File: config.mk
export PLATFORM = sky130hd
export DESIGN_NAME = xlate_cache
export DESIGN_NICKNAME = d
export VERILOG_FILES = /design/src/rtl/xlate_pkg.sv /design/src/rtl/xlate_match.sv /design/src/rtl/xlate_victim.sv /design/src/rtl/xlate_array.sv /design/src/rtl/xlate_cache.sv
export SDC_FILE = /design/constraint.sdc
export NUM_CORES = 1
export LEC_CHECK = 0
export BUFFER_PORTS_ARGS = -buffer_cell sky130_fd_sc_hd__buf_2
export CAP_MARGIN = 20
export CORE_ASPECT_RATIO = 0.75
export CORE_MARGIN = 4
export CORE_UTILIZATION = 45
export DETAILED_ROUTE_END_ITERATION = 12
export HOLD_SLACK_MARGIN = 0.12
export PLACE_DENSITY = 0.71
export SYNTH_ARGS = -nofsm -noshare
export SYNTH_HDL_FRONTEND = slang
export SYNTH_SLANG_ARGS = --single-unit
File: constraint.sdc
create_clock -name clk -period 5.7 [get_ports clk]
set_input_delay 0.57 -clock clk [delete_from_list [all_inputs] [get_ports clk]]
set_output_delay 0.57 -clock clk [all_outputs]
set_load 0.005 [all_outputs]
File: src/rtl/xlate_pkg.sv
package xlate_pkg;

    localparam int VPN_W   = 20;
    localparam int PFN_W   = 20;
    localparam int PTE_W   = 32;
    localparam int ENTRIES = 8;

    // Page table word bit positions decoded on a fill
    localparam int PTE_PRESENT = 0;
    localparam int PTE_RW      = 1;
    localparam int PTE_USER    = 2;
    localparam int PTE_NOCACHE = 6;
    localparam int PTE_MODIFY  = 8;
    localparam int PTE_PFN_LSB = 12;

    typedef struct packed {
        logic [PFN_W-1:0] pfn;
        logic             rw;
        logic             user;
        logic             nocache;
        logic             dirty;
    } xl_attr_t;

    localparam int ATTR_W = $bits(xl_attr_t);

    function automatic xl_attr_t decode_pte(input logic [PTE_W-1:0] pte);
        xl_attr_t a;
        a.pfn     = pte[PTE_PFN_LSB +: PFN_W];
        a.rw      = pte[PTE_RW];
        a.user    = pte[PTE_USER];
        a.nocache = pte[PTE_NOCACHE];
        a.dirty   = pte[PTE_MODIFY];
        return a;
    endfunction

endpackage

File: src/rtl/xlate_match.sv
module xlate_match #(
    parameter int ENTRIES = 8,
    parameter int VPN_W   = 20
) (
    input  logic                          clk,
    input  logic                          rst,
    input  logic [VPN_W-1:0]              key,
    input  logic [ENTRIES-1:0][VPN_W-1:0] tags,
    input  logic [ENTRIES-1:0]            valid,
    output logic [ENTRIES-1:0]            hit,
    output logic                          any
);

    genvar g;
    generate
        for (g = 0; g < ENTRIES; g++) begin : g_cmp
            assign hit[g] = valid[g] && (tags[g] == key);
        end
    endgenerate

    assign any = |hit;

    // a page is never resident twice, so a key can match at most one slot
    p_single_match_r7: assert property (@(posedge clk) disable iff (rst)
        $onehot0(hit));

endmodule

File: src/rtl/xlate_victim.sv
module xlate_victim #(
    parameter int ENTRIES = 8
) (
    input  logic                     clk,
    input  logic                     rst,
    input  logic                     alloc,
    output logic [ENTRIES-1:0]       sel
);

    localparam int IDX_W = (ENTRIES > 1) ? $clog2(ENTRIES) : 1;
    localparam logic [IDX_W-1:0] LAST = IDX_W'(ENTRIES - 1);

    logic [IDX_W-1:0] ptr;

    always_ff @(posedge clk) begin
        if (rst) begin
            ptr <= '0;
        end else if (alloc) begin
            ptr <= (ptr == LAST) ? '0 : ptr + 1'b1;
        end
    end

    always_comb begin
        sel = '0;
        sel[ptr] = 1'b1;
    end

    // each allocation moves the pointer on by exactly one slot, wrapping
    p_rr_step_r6: assert property (@(posedge clk) disable iff (rst)
        alloc |=> (ptr == (($past(ptr) == LAST) ? '0 : $past(ptr) + 1'b1)));

    // without an allocation the pointer holds
    p_rr_hold_r6: assert property (@(posedge clk) disable iff (rst)
        !alloc |=> $stable(ptr));

endmodule

File: src/rtl/xlate_array.sv
module xlate_array
    import xlate_pkg::*;
#(
    parameter int ENTRIES = 8,
    parameter int VPN_W   = 20
) (
    input  logic                          clk,
    input  logic                          rst,
    input  logic                          flush,
    input  logic [ENTRIES-1:0]            wr_sel,
    input  logic [VPN_W-1:0]              wr_tag,
    input  xl_attr_t                      wr_attr,
    input  logic [ENTRIES-1:0]            inv_sel,
    output logic [ENTRIES-1:0][VPN_W-1:0] tags,
    output xl_attr_t [ENTRIES-1:0]        attrs,
    output logic [ENTRIES-1:0]            valid
);

    genvar g;
    generate
        for (g = 0; g < ENTRIES; g++) begin : g_slot
            always_ff @(posedge clk) begin
                if (rst || flush) begin
                    valid[g] <= 1'b0;
                end else if (wr_sel[g]) begin
                    valid[g] <= 1'b1;
                end else if (inv_sel[g]) begin
                    valid[g] <= 1'b0;
                end
            end

            always_ff @(posedge clk) begin
                if (wr_sel[g] && !flush) begin
                    tags[g]  <= wr_tag;
                    attrs[g] <= wr_attr;
                end
            end
        end
    endgenerate

    // a flush leaves no entry valid
    p_flush_empty_r3: assert property (@(posedge clk) disable iff (rst)
        flush |=> (valid == '0));

    // an invalidated slot that was not rewritten is gone
    p_inv_clears_r4: assert property (@(posedge clk) disable iff (rst)
        !flush |=> ((valid & $past(inv_sel & ~wr_sel)) == '0));

    // entries outside the invalidate stay resident
    p_inv_keeps_r4: assert property (@(posedge clk) disable iff (rst)
        !flush |=> ((~valid & $past(valid & ~inv_sel)) == '0));

endmodule

File: src/rtl/xlate_cache.sv
module xlate_cache
    import xlate_pkg::*;
#(
    parameter int N_ENTRIES = xlate_pkg::ENTRIES,
    parameter int VPN_BITS  = xlate_pkg::VPN_W
) (
    input  logic                 clk,
    input  logic                 rst,
    input  logic [VPN_BITS-1:0]  lk_vpn,
    input  logic                 lk_write,
    output logic                 lk_hit,
    output logic [PFN_W-1:0]     lk_frame,
    output logic                 lk_writable,
    output logic                 lk_user,
    output logic                 lk_nocache,
    output logic                 lk_dirty,
    input  logic                 fill_en,
    input  logic [VPN_BITS-1:0]  fill_vpn,
    input  logic [PTE_W-1:0]     fill_pte,
    input  logic                 base_wr,
    input  logic                 inv_en,
    input  logic [VPN_BITS-1:0]  inv_vpn
);

    logic [N_ENTRIES-1:0][VPN_BITS-1:0] tags;
    xl_attr_t [N_ENTRIES-1:0]           attrs;
    logic [N_ENTRIES-1:0]               valid;

    logic [N_ENTRIES-1:0] lk_match, fill_match, inv_match;
    logic                 lk_any, fill_any, inv_any;
    logic [N_ENTRIES-1:0] victim_sel, wr_sel, inv_sel;
    logic                 fill_ok, alloc;
    xl_attr_t             fill_attr, hit_attr;

    xlate_match #(.ENTRIES(N_ENTRIES), .VPN_W(VPN_BITS)) u_lk_match (
        .clk(clk), .rst(rst), .key(lk_vpn), .tags(tags), .valid(valid),
        .hit(lk_match), .any(lk_any));

    xlate_match #(.ENTRIES(N_ENTRIES), .VPN_W(VPN_BITS)) u_fill_match (
        .clk(clk), .rst(rst), .key(fill_vpn), .tags(tags), .valid(valid),
        .hit(fill_match), .any(fill_any));

    xlate_match #(.ENTRIES(N_ENTRIES), .VPN_W(VPN_BITS)) u_inv_match (
        .clk(clk), .rst(rst), .key(inv_vpn), .tags(tags), .valid(valid),
        .hit(inv_match), .any(inv_any));

    // Fill is dropped by a flush or by an invalidate of the same page
    assign fill_ok   = fill_en && fill_pte[PTE_PRESENT] && !base_wr &&
                       !(inv_en && (inv_vpn == fill_vpn));
    assign alloc     = fill_ok && !fill_any;
    assign wr_sel    = fill_ok ? (fill_any ? fill_match : victim_sel) : '0;
    assign inv_sel   = (inv_en && inv_any) ? inv_match : '0;
    assign fill_attr = decode_pte(fill_pte);

    xlate_victim #(.ENTRIES(N_ENTRIES)) u_victim (
        .clk(clk), .rst(rst), .alloc(alloc), .sel(victim_sel));

    xlate_array #(.ENTRIES(N_ENTRIES), .VPN_W(VPN_BITS)) u_array (
        .clk(clk), .rst(rst), .flush(base_wr), .wr_sel(wr_sel),
        .wr_tag(fill_vpn), .wr_attr(fill_attr), .inv_sel(inv_sel),
        .tags(tags), .attrs(attrs), .valid(valid));

    // One-hot AND-OR selection of the matching entry
    always_comb begin
        hit_attr = '0;
        for (int i = 0; i < N_ENTRIES; i++) begin
            if (lk_match[i]) hit_attr = hit_attr | attrs[i];
        end
    end

    always_comb begin
        lk_hit = lk_any && !(lk_write && !hit_attr.dirty);
        if (lk_hit) begin
            lk_frame    = hit_attr.pfn;
            lk_writable = hit_attr.rw;
            lk_user     = hit_attr.user;
            lk_nocache  = hit_attr.nocache;
            lk_dirty    = hit_attr.dirty;
        end else begin
            lk_frame    = '0;
            lk_writable = 1'b0;
            lk_user     = 1'b0;
            lk_nocache  = 1'b0;
            lk_dirty    = 1'b0;
        end
    end

    // a write is only ever granted on a modified page
    p_write_dirty_r5: assert property (@(posedge clk) disable iff (rst)
        (lk_hit && lk_write) |-> lk_dirty);

    // a miss drives all data outputs low
    p_miss_zero_r1: assert property (@(posedge clk) disable iff (rst)
        !lk_hit |-> (lk_frame == '0 && !lk_writable && !lk_user &&
                     !lk_nocache && !lk_dirty));

endmodule

==> qor.yml <==
status:
  status: "finished clean"
clocking:
  worstSkewPairLatency_ns: 0.54
  cts.sinks: 363
  numCtsBuffers: 38
  clkSlewWorstSetupHoldPaths_ns: 0.06
  cts_root_buf: "clkbuf_16"
  cts_tree: "done"
  ctsResizeCount: 0
  post_cts_buffers: 0
  clk_path_buf_depth: 3
  htree_levels: 2
  cts_hold_buffers: 0
logic_synthesis:
  synthArstFlopShare_pct: 0
  ys.flop_type: "edfxtp_1"
  synth_nets: 1457
  synthesis.instances: 1357
  ys_warn_count: 0
  synth_edf_count: 352
  synth.avg_cell_area_sq_um: 13.6
  synth.distinct_cells: 47
  yosysSeqAreaShare_pct: 58.4
  synthesis.area_sq_um: 18500
  ys_ff_latch: 363
routing:
  totalWireLength_mm: 59.1
  vias: 12300
  viasPerCell: 6.19
  drc: 0
  drt-pass1-iter-count: 5
  drt_iter0_drc: 1592
  ant_nets: 0
  wl_per_cell_microns: 29.6
grt:
  grt_max_degree: 45
  grt_pass1_vias: 12200
  grt-ovfl-total: 0
  grt_pass1_wl_mm: 84.0
  grt_util_all_layers_pct: 25.7
  antenna_found_initial: 1
setup_path:
  critPathRequiredTime_ns: 5.13
  r2r-start: "u_array.tags[40]"
  r2r_end: "u_array.attrs[93]"
  critical_path_depth: 7
  slowest_delay_ns: 0.95
  crit_path_end_kind: "output port"
  path_cells: "xnor2_1 > nand4_1 > nor4_1 > and2_1 > a22oi_1 > a31oi_1 > buf_2"
  critical_path_buf_inv_count: 1
  critPathTopFamily: "simple AND/OR/NAND/NOR gates"
  critPathMaxFanout: 20
  critical_path_class: "flip-flop to output port"
  reg2reg_depth: 8
  endpoint: "lk_frame[19]"
  cp-startpoint: "u_array.tags[97]"
  crit_arrival_ns: 3.73
  startpoint_type: "flip-flop"
  cp_slowest_cell: "and2_1"
  r2r_setup_slack_ns: 2.29
power_and_ir_drop:
  power_w: 0.00572
  powerDensity_nw_per_um2: 278
  netSwitchingFraction_pct: 23.4
  power_switching_w: 0.00134
  ir_drop_mv: 0.172
  p_comb_share_pct: 7.8
  power_frac_clock_pct: 40.6
  p_leak_nw: 6.53
  seq_power_share_pct: 51.6
  p_int_w: 0.00438
sta:
  fmax_mhz: 232
  slew_headroom_pct: 28.2
  fin_skew_ns: 0.0167
  period_minus_slack_ns: 4.30
  rsz0062_at_grt: "no"
  maxSlewViolCount: 0
  worst_pin_slew_ns: 1.08
  finalHoldViolCount: 0
  whs_ns: 0.290
  final.setup.tns_ns: 0
  fin_crit_sh_pct: 75.5
  setup-violations-final: 0
final_layout:
  final_core_util_pct: 51.3
  diodes: 0
  drive_above_1_share_pct: 14.7
  postLayoutCellArea_sq_um: 20500
  syn2layout_area_growth_pct: 11.2
  layout_commonest_cell: "edfxtp_1"
  final_cell_mix: "edfxtp_1, xor2_1, xnor2_1"
  fin_nets: 1546
die:
  die-height_microns: 184
  start_util_pct: 46.2
  die_area_sq_um: 44400
  top_level_ports: 123
  coreArea_sq_um: 40000
  die_w_microns: 242
  rows: 63
placed_design:
  hpwl_mm: 36.3
  portBuffers: 115
  place_area_sq_um: 19400
  gp_routability_congestion: 0.938
min_path:
  hold_class: "primary input to flip-flop"
job:
  maxCapViolCount: 0
worst min-delay path by stage:
stage / start / to / slack (ns) / cells after the start
after floorplan: u_array.valid[3] / u_array.valid[3] / 0.46 / 2
final: fill_pte[1] / u_array.attrs[75] / 0.29 / 1
after global routing: fill_pte[12] / u_array.attrs[52] / 0.30 / 1
after detailed placement: u_array.valid[3] / u_array.valid[3] / 0.50 / 2
after CTS: fill_pte[24] / u_array.attrs[136] / 0.27 / 1
after global placement: u_array.valid[3] / u_array.valid[3] / 0.50 / 2
cell type report:
| cell class | instances | area, sq um |
|---|---|---|
| sequential | 363 | 10800 |
| multi-input combinational | 900 | 7170 |
| clock inverter | 19 | 143 |
| timing repair buffer | 140 | 771 |
| fill | 3373 | 19500 |
| inverter | 3 | 11.3 |
| clock buffer | 48 | 1010 |
| tap | 520 | 651 |
power groups by stage:
stage / logic [W] / clock network, W / registers (W)
floorplan: 0.000262 / 0 / 0.00301
global placement: 0.000421 / 0 / 0.00301
detailed placement: 0.000427 / 0 / 0.00301
CTS: 0.000429 / 0.00235 / 0.00295
global route: 0.000458 / 0.00247 / 0.00295
finish: 0.000446 / 0.00232 / 0.00295
routing by layer:
metal	vias up	track usage, %	wire length (microns)
li1	5221	-	-
met5	-	0	0
met2	784	38.6	25500
met1	6184	36.3	24600
met3	153	6.28	6670
met4	0	10.4	2330
metrics by stage:
stage               worst slack (ns)  cells
finish                          1.40   1993
global route                    1.12   1993
CTS                             1.35   1992
detailed placement              1.43   1925
global placement                1.45   1925
floorplan                       1.37   1357
synth_stat cells, drive strengths merged, types with 12 or more instances:
cell	instances	area, sq um
a221oi	23	201
nor4	71	490
nand4	68	432
xor2	254	2220
xnor2	246	2150
and3	13	91.3
nor3	15	85.1
a22o	23	201
a31oi	27	169
a22oi	50	375
nor2	12	45.0
buf	89	606
nand3	36	180
edfxtp	352	10600
cell families (layout without fill, tap and decap cells):
family,after synthesis,in the layout,synth area share [%]
xor gates and xnor gates,500,500,23.7
DFF,363,363,58.4
and+or+nand+nor,243,243,8.10
AOI/OAI and AO/OA,152,152,6.11
buffers and inverters,94,210,3.38
muxes,3,3,0.190
adders and majority gates,2,2,0.135
state kept, by name, summed over array words and instances (netlist names):
register	cells
u_victim.ptr	3
u_array.valid	8
u_array.attrs	192
u_array.tags	160
(Power assumes the default switching activity.)
